`config.mk`:
```
export PLATFORM = sky130hd
export DESIGN_NAME = cpbus_arbiter
export DESIGN_NICKNAME = d
export VERILOG_FILES = /design/src/rtl/cpbus_pkg.sv /design/src/rtl/cpbus_req_decode.sv /design/src/rtl/cpbus_own_core.sv /design/src/rtl/cpbus_seg_decode.sv /design/src/rtl/cpbus_status_pack.sv /design/src/rtl/cpbus_arbiter.sv
export SDC_FILE = /design/constraint.sdc
export NUM_CORES = 1
export LEC_CHECK = 0
export BUFFER_PORTS_ARGS = -buffer_cell sky130_fd_sc_hd__buf_4
export CORE_AREA = 2 2 39 41
export CTS_CLUSTER_DIAMETER = 150
export DETAILED_ROUTE_END_ITERATION = 8
export DIE_AREA = 0 0 41 43
export GPL_TIMING_DRIVEN = 0
export PLACE_DENSITY = 0.55
export SLEW_MARGIN = 20
export SYNTH_ARGS = -nofsm -noshare
export SYNTH_HDL_FRONTEND = slang
export SYNTH_HIERARCHICAL = 1
export SYNTH_SLANG_ARGS = --single-unit
```
`constraint.sdc`:
```
create_clock -name clk -period 1.9 [get_ports clk]
set_input_delay 0.095 -clock clk [delete_from_list [all_inputs] [get_ports clk]]
set_output_delay 0.095 -clock clk [all_outputs]
set_load 0.005 [all_outputs]
```
`src/rtl/cpbus_pkg.sv`:
```
package cpbus_pkg;

    typedef enum logic [1:0] {
        REQ_NONE    = 2'd0,
        REQ_RELEASE = 2'd1,
        REQ_CAPTURE = 2'd2
    } cop_req_e;

    typedef struct packed {
        logic mem_on;    // host's memory-on request
        logic host_own;  // host currently holds the bus
        logic host_en;   // bus enable gating host decode
    } own_state_t;

endpackage

```
`src/rtl/cpbus_req_decode.sv`:
```
module cpbus_req_decode
    import cpbus_pkg::*;
#(
    parameter int DATA_W  = 8,
    parameter int REL_BIT = 0,
    parameter int CAP_BIT = 6
) (
    input  logic              wr,
    input  logic [DATA_W-1:0] data,
    output cop_req_e          req
);
    logic unused_bits;
    assign unused_bits = ^data;

    always_comb begin
        req = REQ_NONE;
        if (wr) begin
            // release outranks capture
            if (!data[REL_BIT])      req = REQ_RELEASE;
            else if (!data[CAP_BIT]) req = REQ_CAPTURE;
        end
    end
endmodule

```
`src/rtl/cpbus_own_core.sv`:
```
module cpbus_own_core
    import cpbus_pkg::*;
#(
    parameter int DATA_W     = 8,
    parameter int MEM_ON_BIT = 4
) (
    input  logic              clk,
    input  logic              rst_n,
    input  logic              host_wr,
    input  logic [DATA_W-1:0] host_wdata,
    input  cop_req_e          cop_req,
    output own_state_t        st
);
    own_state_t st_d, st_q;
    logic unused_bits;
    assign unused_bits = ^host_wdata;

    always_comb begin
        st_d = st_q;
        // host write first
        if (host_wr) begin
            st_d.mem_on = host_wdata[MEM_ON_BIT];
            if (st_q.host_own) st_d.host_en = host_wdata[MEM_ON_BIT];
        end
        // co-processor write last
        case (cop_req)
            REQ_RELEASE: begin
                st_d.host_own = 1'b1;
                st_d.host_en  = st_d.mem_on;
            end
            REQ_CAPTURE: begin
                st_d.host_own = 1'b0;
                st_d.host_en  = 1'b0;
            end
            default: ;
        endcase
    end

    always_ff @(posedge clk or negedge rst_n) begin
        if (!rst_n) st_q <= '{mem_on: 1'b1, host_own: 1'b1, host_en: 1'b1};
        else        st_q <= st_d;
    end

    assign st = st_q;
endmodule

```
`src/rtl/cpbus_seg_decode.sv`:
```
module cpbus_seg_decode #(
    parameter int SEG_W = 4
) (
    input  logic             host_en,
    input  logic [SEG_W-1:0] seg,
    output logic             sys_io_en,
    output logic             dram_en
);
    logic [SEG_W:0] ones_chain;
    assign ones_chain[0] = 1'b1;

    for (genvar i = 0; i < SEG_W; i++) begin : g_chain
        assign ones_chain[i+1] = ones_chain[i] & seg[i];
    end

    assign sys_io_en = host_en & ~ones_chain[SEG_W];
    assign dram_en   = ~sys_io_en;
endmodule

```
`src/rtl/cpbus_status_pack.sv`:
```
module cpbus_status_pack #(
    parameter int DATA_W = 8
) (
    input  logic              host_en,
    input  logic [DATA_W-4:0] peer,
    output logic [DATA_W-1:0] status
);
    localparam int PEER_W = DATA_W - 3;

    assign status[0] = ~host_en;
    for (genvar i = 0; i < PEER_W; i++) begin : g_peer
        assign status[i+1] = peer[i];
    end
    assign status[DATA_W-1:DATA_W-2] = 2'b11;
endmodule

```
`src/rtl/cpbus_arbiter.sv`:
```
module cpbus_arbiter
    import cpbus_pkg::*;
#(
    parameter int DATA_W     = 8,
    parameter int SEG_W      = 4,
    parameter int MEM_ON_BIT = 4,
    parameter int REL_BIT    = 0,
    parameter int CAP_BIT    = 6,
    localparam int PEER_W    = DATA_W - 3
) (
    input  logic              clk,
    input  logic              rst_n,
    input  logic              host_wr,
    input  logic [DATA_W-1:0] host_wdata,
    input  logic              cop_wr,
    input  logic [DATA_W-1:0] cop_wdata,
    input  logic [PEER_W-1:0] peer_bits,
    input  logic [SEG_W-1:0]  seg,
    output logic [DATA_W-1:0] status,
    output logic              sys_io_en,
    output logic              dram_en
);
    cop_req_e   cop_req;
    own_state_t st;
    logic       own_flag, en_flag, mem_flag;

    cpbus_req_decode #(.DATA_W(DATA_W), .REL_BIT(REL_BIT), .CAP_BIT(CAP_BIT)) u_req (
        .wr(cop_wr), .data(cop_wdata), .req(cop_req)
    );

    cpbus_own_core #(.DATA_W(DATA_W), .MEM_ON_BIT(MEM_ON_BIT)) u_core (
        .clk(clk), .rst_n(rst_n), .host_wr(host_wr), .host_wdata(host_wdata),
        .cop_req(cop_req), .st(st)
    );

    assign own_flag = st.host_own;
    assign en_flag  = st.host_en;
    assign mem_flag = st.mem_on;

    cpbus_seg_decode #(.SEG_W(SEG_W)) u_seg (
        .host_en(en_flag), .seg(seg), .sys_io_en(sys_io_en), .dram_en(dram_en)
    );

    cpbus_status_pack #(.DATA_W(DATA_W)) u_stat (
        .host_en(en_flag), .peer(peer_bits), .status(status)
    );
endmodule

```
## Yosys cells after proc, flatten, opt, wreduce, memory -nomap -nowiden

Cells that the tools add are included.

- Register bits: 3
- Output and inout bits: 10
- Word-level logic and storage cells: 23

- Equal/unequal tests: 2
- Muxes and demuxes: 7
- Bitwise logic cells: 7
- Reduce and logical (&&, ||, !) cells: 4

Operators by type and width:

| cell | number |
|---|---|
| 2-bit two-way mux | 3 |
| 3-bit nonzero test | 2 |
| 1-bit bitwise AND | 4 |
| 2-bit case mux with 2 select lines | 1 |
| 1-bit two-way mux | 3 |
| 1-bit NOT | 3 |
| 2-bit by 1-bit == test with 1-bit output (second input constant) | 1 |
| 2-bit == test (second input constant) | 1 |
| 2-bit AND reduction | 1 |
| 2-bit nonzero test | 1 |

## Longest topological paths before layout

- Word-level depth: 6
- Depth in mapped cells: 6
- Gate-level depth less buffers: 6

## By module

The synthesis kept the hierarchy.

By module, submodules not included:

| module | instances | cells an instance | area each (µm²) | sequential area each (µm²) |
|---|---|---|---|---|
| cpbus_own_core | 1 | 14 | 177.7 | 78.8 |
| cpbus_status_pack | 1 | 9 | 60.1 | 0.0 |
| cpbus_req_decode | 1 | 2 | 18.8 | 0.0 |
| cpbus_seg_decode | 1 | 3 | 16.3 | 0.0 |

## Least setup slack after synthesis

Ideal clock, no wire load.

- Kind: in2reg
- From: input cop_wdata[0]
- To: register u_core.st_q, in the netlist u_core/st[0]
- Setup time: 0.076 ns
- Data arrival time: 0.955 ns
- Required time: 1.824 ns
- Slack: 0.869 ns
- Stages on the path: 5
- Path buffers: 0
- Cells stage by stage: and2b_2 > inv_1 > ha_1 > nand3b_2 > a31oi_2

- Cells in the longest elaborated chain, start to end: 5
- Elaborated cells between the ends (all ways): 8

RTL lines:

| item | RTL line | text |
|---|---|---|
| from (decl) | cpbus_arbiter.sv:16 | `input logic [DATA_W-1:0] cop_wdata,` |
| 2-bit two-way mux * | cpbus_req_decode.sv:19 | `if (!data[REL_BIT]) req = REQ_RELEASE;` |
| 2-bit two-way mux * | cpbus_req_decode.sv:17 | `if (wr) begin` |
| 2-bit by 1-bit == test with 1-bit output / 2-bit == test (equally long branches) | cpbus_own_core.sv:26 | `case (cop_req)` |
| 3-bit nonzero test (no line) | -- |  |
| 2-bit AND reduction (no line) | -- |  |
| to (signal assigned) | cpbus_own_core.sv:40 | `if (!rst_n) st_q <= '{mem_on: 1'b1, host_own: 1'b1, host_en: 1'b1};` |
| to (signal assigned) | cpbus_own_core.sv:41 | `else st_q <= st_d;` |
| to (decl) | cpbus_own_core.sv:14 | `own_state_t st_d, st_q;` |

Mark *: on every way between the ends. The rest lies on a longest branch, timed or not.
A chain may end at the register's enable or synchronous reset.

## Worst setup path after layout

- From: register u_core.st_q, in the netlist u_core/st[0]
- To: output sys_io_en

- Cells in the longest elaborated chain, start to end: 1

RTL lines:

| item | RTL line | text |
|---|---|---|
| 1-bit bitwise AND | cpbus_seg_decode.sv:16 | `assign sys_io_en = host_en & ~ones_chain[SEG_W];` |
| to (decl) | cpbus_arbiter.sv:20 | `output logic sys_io_en,` |

Every way passes these cells.

==> results.md <==
* CTS buffer count at 3
* Post-CTS resize count at 0
* Final #Nets at between 80 and 90
* Post-detail-place hpwl at 463 um
* WL/cell at between 8 and 9 um
* Commonest non-fill, non-tap cell in the layout: buf_4
* Global Route Usage Sum at 0.0865
* Clock Tree Root: clkbuf_4
* Dpl cells at 63
* Skew final at between 1 and 1.5 ps
* # fillers at around 150
* Critical path class: register to primary output
* Clock Tree Buf Depth at 2
* Core Footprint at 1380 um2
* Placed Area at ~430 um2
* Via/cell ratio at around 3.7
* Pre-Repair DR Iteration Count at 3
* Gp weighted congestion at around 0.72
* Post-synthesis sequential area ratio at 0.289
* CP Max Fanout at 4
* Achievable Freq at slightly above 900 MHz
* R2R setup slack at 960 ps
* Multi-input gate area at between 100 and 150 um2
* Routed Antenna Nets at 0
* Initial Util at 0.197
* DR iter-0 viols at 1
* Vias at about 250
* Min cycle time layout at between 1000 and 1500 ps
* #FFs+latches synth at 3
* Number of setup buffers added after CTS at 0
* Total clock sinks at 3
* Die area at approximately 1800 um2
* Leakage Power at approximately 0.25 nW
* Req. time, crit path at roughly 1800 ps
* Clock tree from TritonCTS: done
* Run status: finished, final reports clean
* Clk_lat worst skew at about 230 ps
* Commonest cells after routing, fill and taps aside: buf_4 (25), clkbuf_4 (3), inv_1 (3), dfstp_2 (3)
* Critical path arrival at roughly 1000 ps
* Max reg flops at 3
* Total grt overflow at 0
* Largest net degree at the start of global routing at 5
* H-tree levels at 1
* Fin util at 0.338
* Synth Cell Area at around 270 um2
* Avg Inst Size Synth at just under 10 um2
* Pwr Density at 651 nW/um2
* Setup violations, final at 0
* Die Width at around 41 um
* Hold WC Path Type: input pin to register
* Max Cap Viol at 0
* RSZ-0062 raised after global routing: false
* Die extent in y at 43 um
* Peak VDD IR at about 0.00019 V
* Period utilization at 0.569
* First-pass GRT wire length at between 900 and 1000 um
* # port buffers at 18
* Row count at 14
* Io pins at 39
* Share of cells above drive strength 1 at 0.712
* Vias in the first global route at 263
* Yosys cell types at 16
* Diodes inserted at 0
* Layout area overhead at 71.6%
* Post-Route WL at around 570 um
* Setup total negative slack at 0 ps
* Overall Power at approximately 300 uW
* Ys Warns at 6
* Initial antenna violation count at 0
* Cells after Synth at 28
* Final Slew Violations at 0
* Storage element area at just under 80 um2
* DRC Markers at 0
* Crit start category: register
* Finished Layout Cells at between 60 and 70
* Final instance area at ~470 um2
* Worst Setup End Kind: primary output
* Clock-pin transition on the worst setup and hold timing paths at 40 ps
* Endpoints failing hold at 0
## critical path, stage by stage (launching register included)
cell     delay, ps
dfstp_2        540
and2_1         120
buf_4          100
## power by group
part / internal (mW) / switching [mW] / total, mW
clock network: 0.0786 / 0.0322 / 0.111
logic: 0.0695 / 0.0343 / 0.104
registers: 0.0826 / 0.00749 / 0.0900
## cells by family (layout without fill, tap and decap cells)
group	count (synthesis)	count (layout)	synth area share
flops	3	3	0.289
simple gates	8	8	0.197
buf+inv	10	33	0.234
fa+ha+maj	2	2	0.0917
compound gates	2	2	0.0780
mux	2	2	0.0963
other cells	1	2	0.0137
## per-layer routing
layer  global-route usage  routed length (um)
met5                    0                   0
met4                0.100                   0
met3               0.0471                  80
met2                0.138                 301
met1               0.0583                 189
## cells in the mapped netlist
library cell / count / area share
buf_4: 7 / 0.19
dfstp_2: 3 / 0.29
inv_1: 3 / 0.041
ha_1: 2 / 0.092
nand2_1: 2 / 0.028
a211o_1: 1 / 0.032
a31oi_2: 1 / 0.046
and2_1: 1 / 0.023
and2b_2: 1 / 0.032
and3b_2: 1 / 0.037
conb_1: 1 / 0.014
mux2_2: 1 / 0.041
mux2_4: 1 / 0.055
nand3b_2: 1 / 0.041
nand4_1: 1 / 0.023
nor2_1: 1 / 0.014
## final cells by class
class                      count  area share
tap                           16      0.0428
sequential                     3       0.168
clock buffer                   4      0.0561
timing repair buffer          19       0.310
inverter                       3      0.0241
multi-input combinational     16       0.286
buffer                         7       0.112
## per-stage QoR
step | setup slack, ps | hold slack, ps
after floorplan | 869 | -52.8
after global placement | 711 | 47.4
after detailed placement | 695 | 52.0
after CTS | 800 | 112
after global routing | 775 | 116
final | 820 | 124
## timing repair
item                                    4_1_cts  5_1_grt
endpoints found under the hold margin         3        0
endpoints found under the setup margin        0        0
hold buffers                                  1        0
## path summary, 6_finish.rpt
check / cells after the start / start / endpoint
min in group asynchronous: 2 / rst_n / u_core/st[2]$_DFF_PN1_
worst max register to register: 3 / u_core/st[1]$_DFFE_PN1P_ / u_core/st[0]$_DFFE_PN1P_
max in group asynchronous: 2 / rst_n / u_core/st[1]$_DFFE_PN1P_
worst min register to register: 2 / u_core/st[0]$_DFFE_PN1P_ / u_core/st[0]$_DFFE_PN1P_
worst max-delay path: 2 / u_core/st[0]$_DFFE_PN1P_ / sys_io_en
worst min-delay path: 2 / host_wdata[4] / u_core/st[2]$_DFF_PN1_
Power figures use the tool's default switching activity.
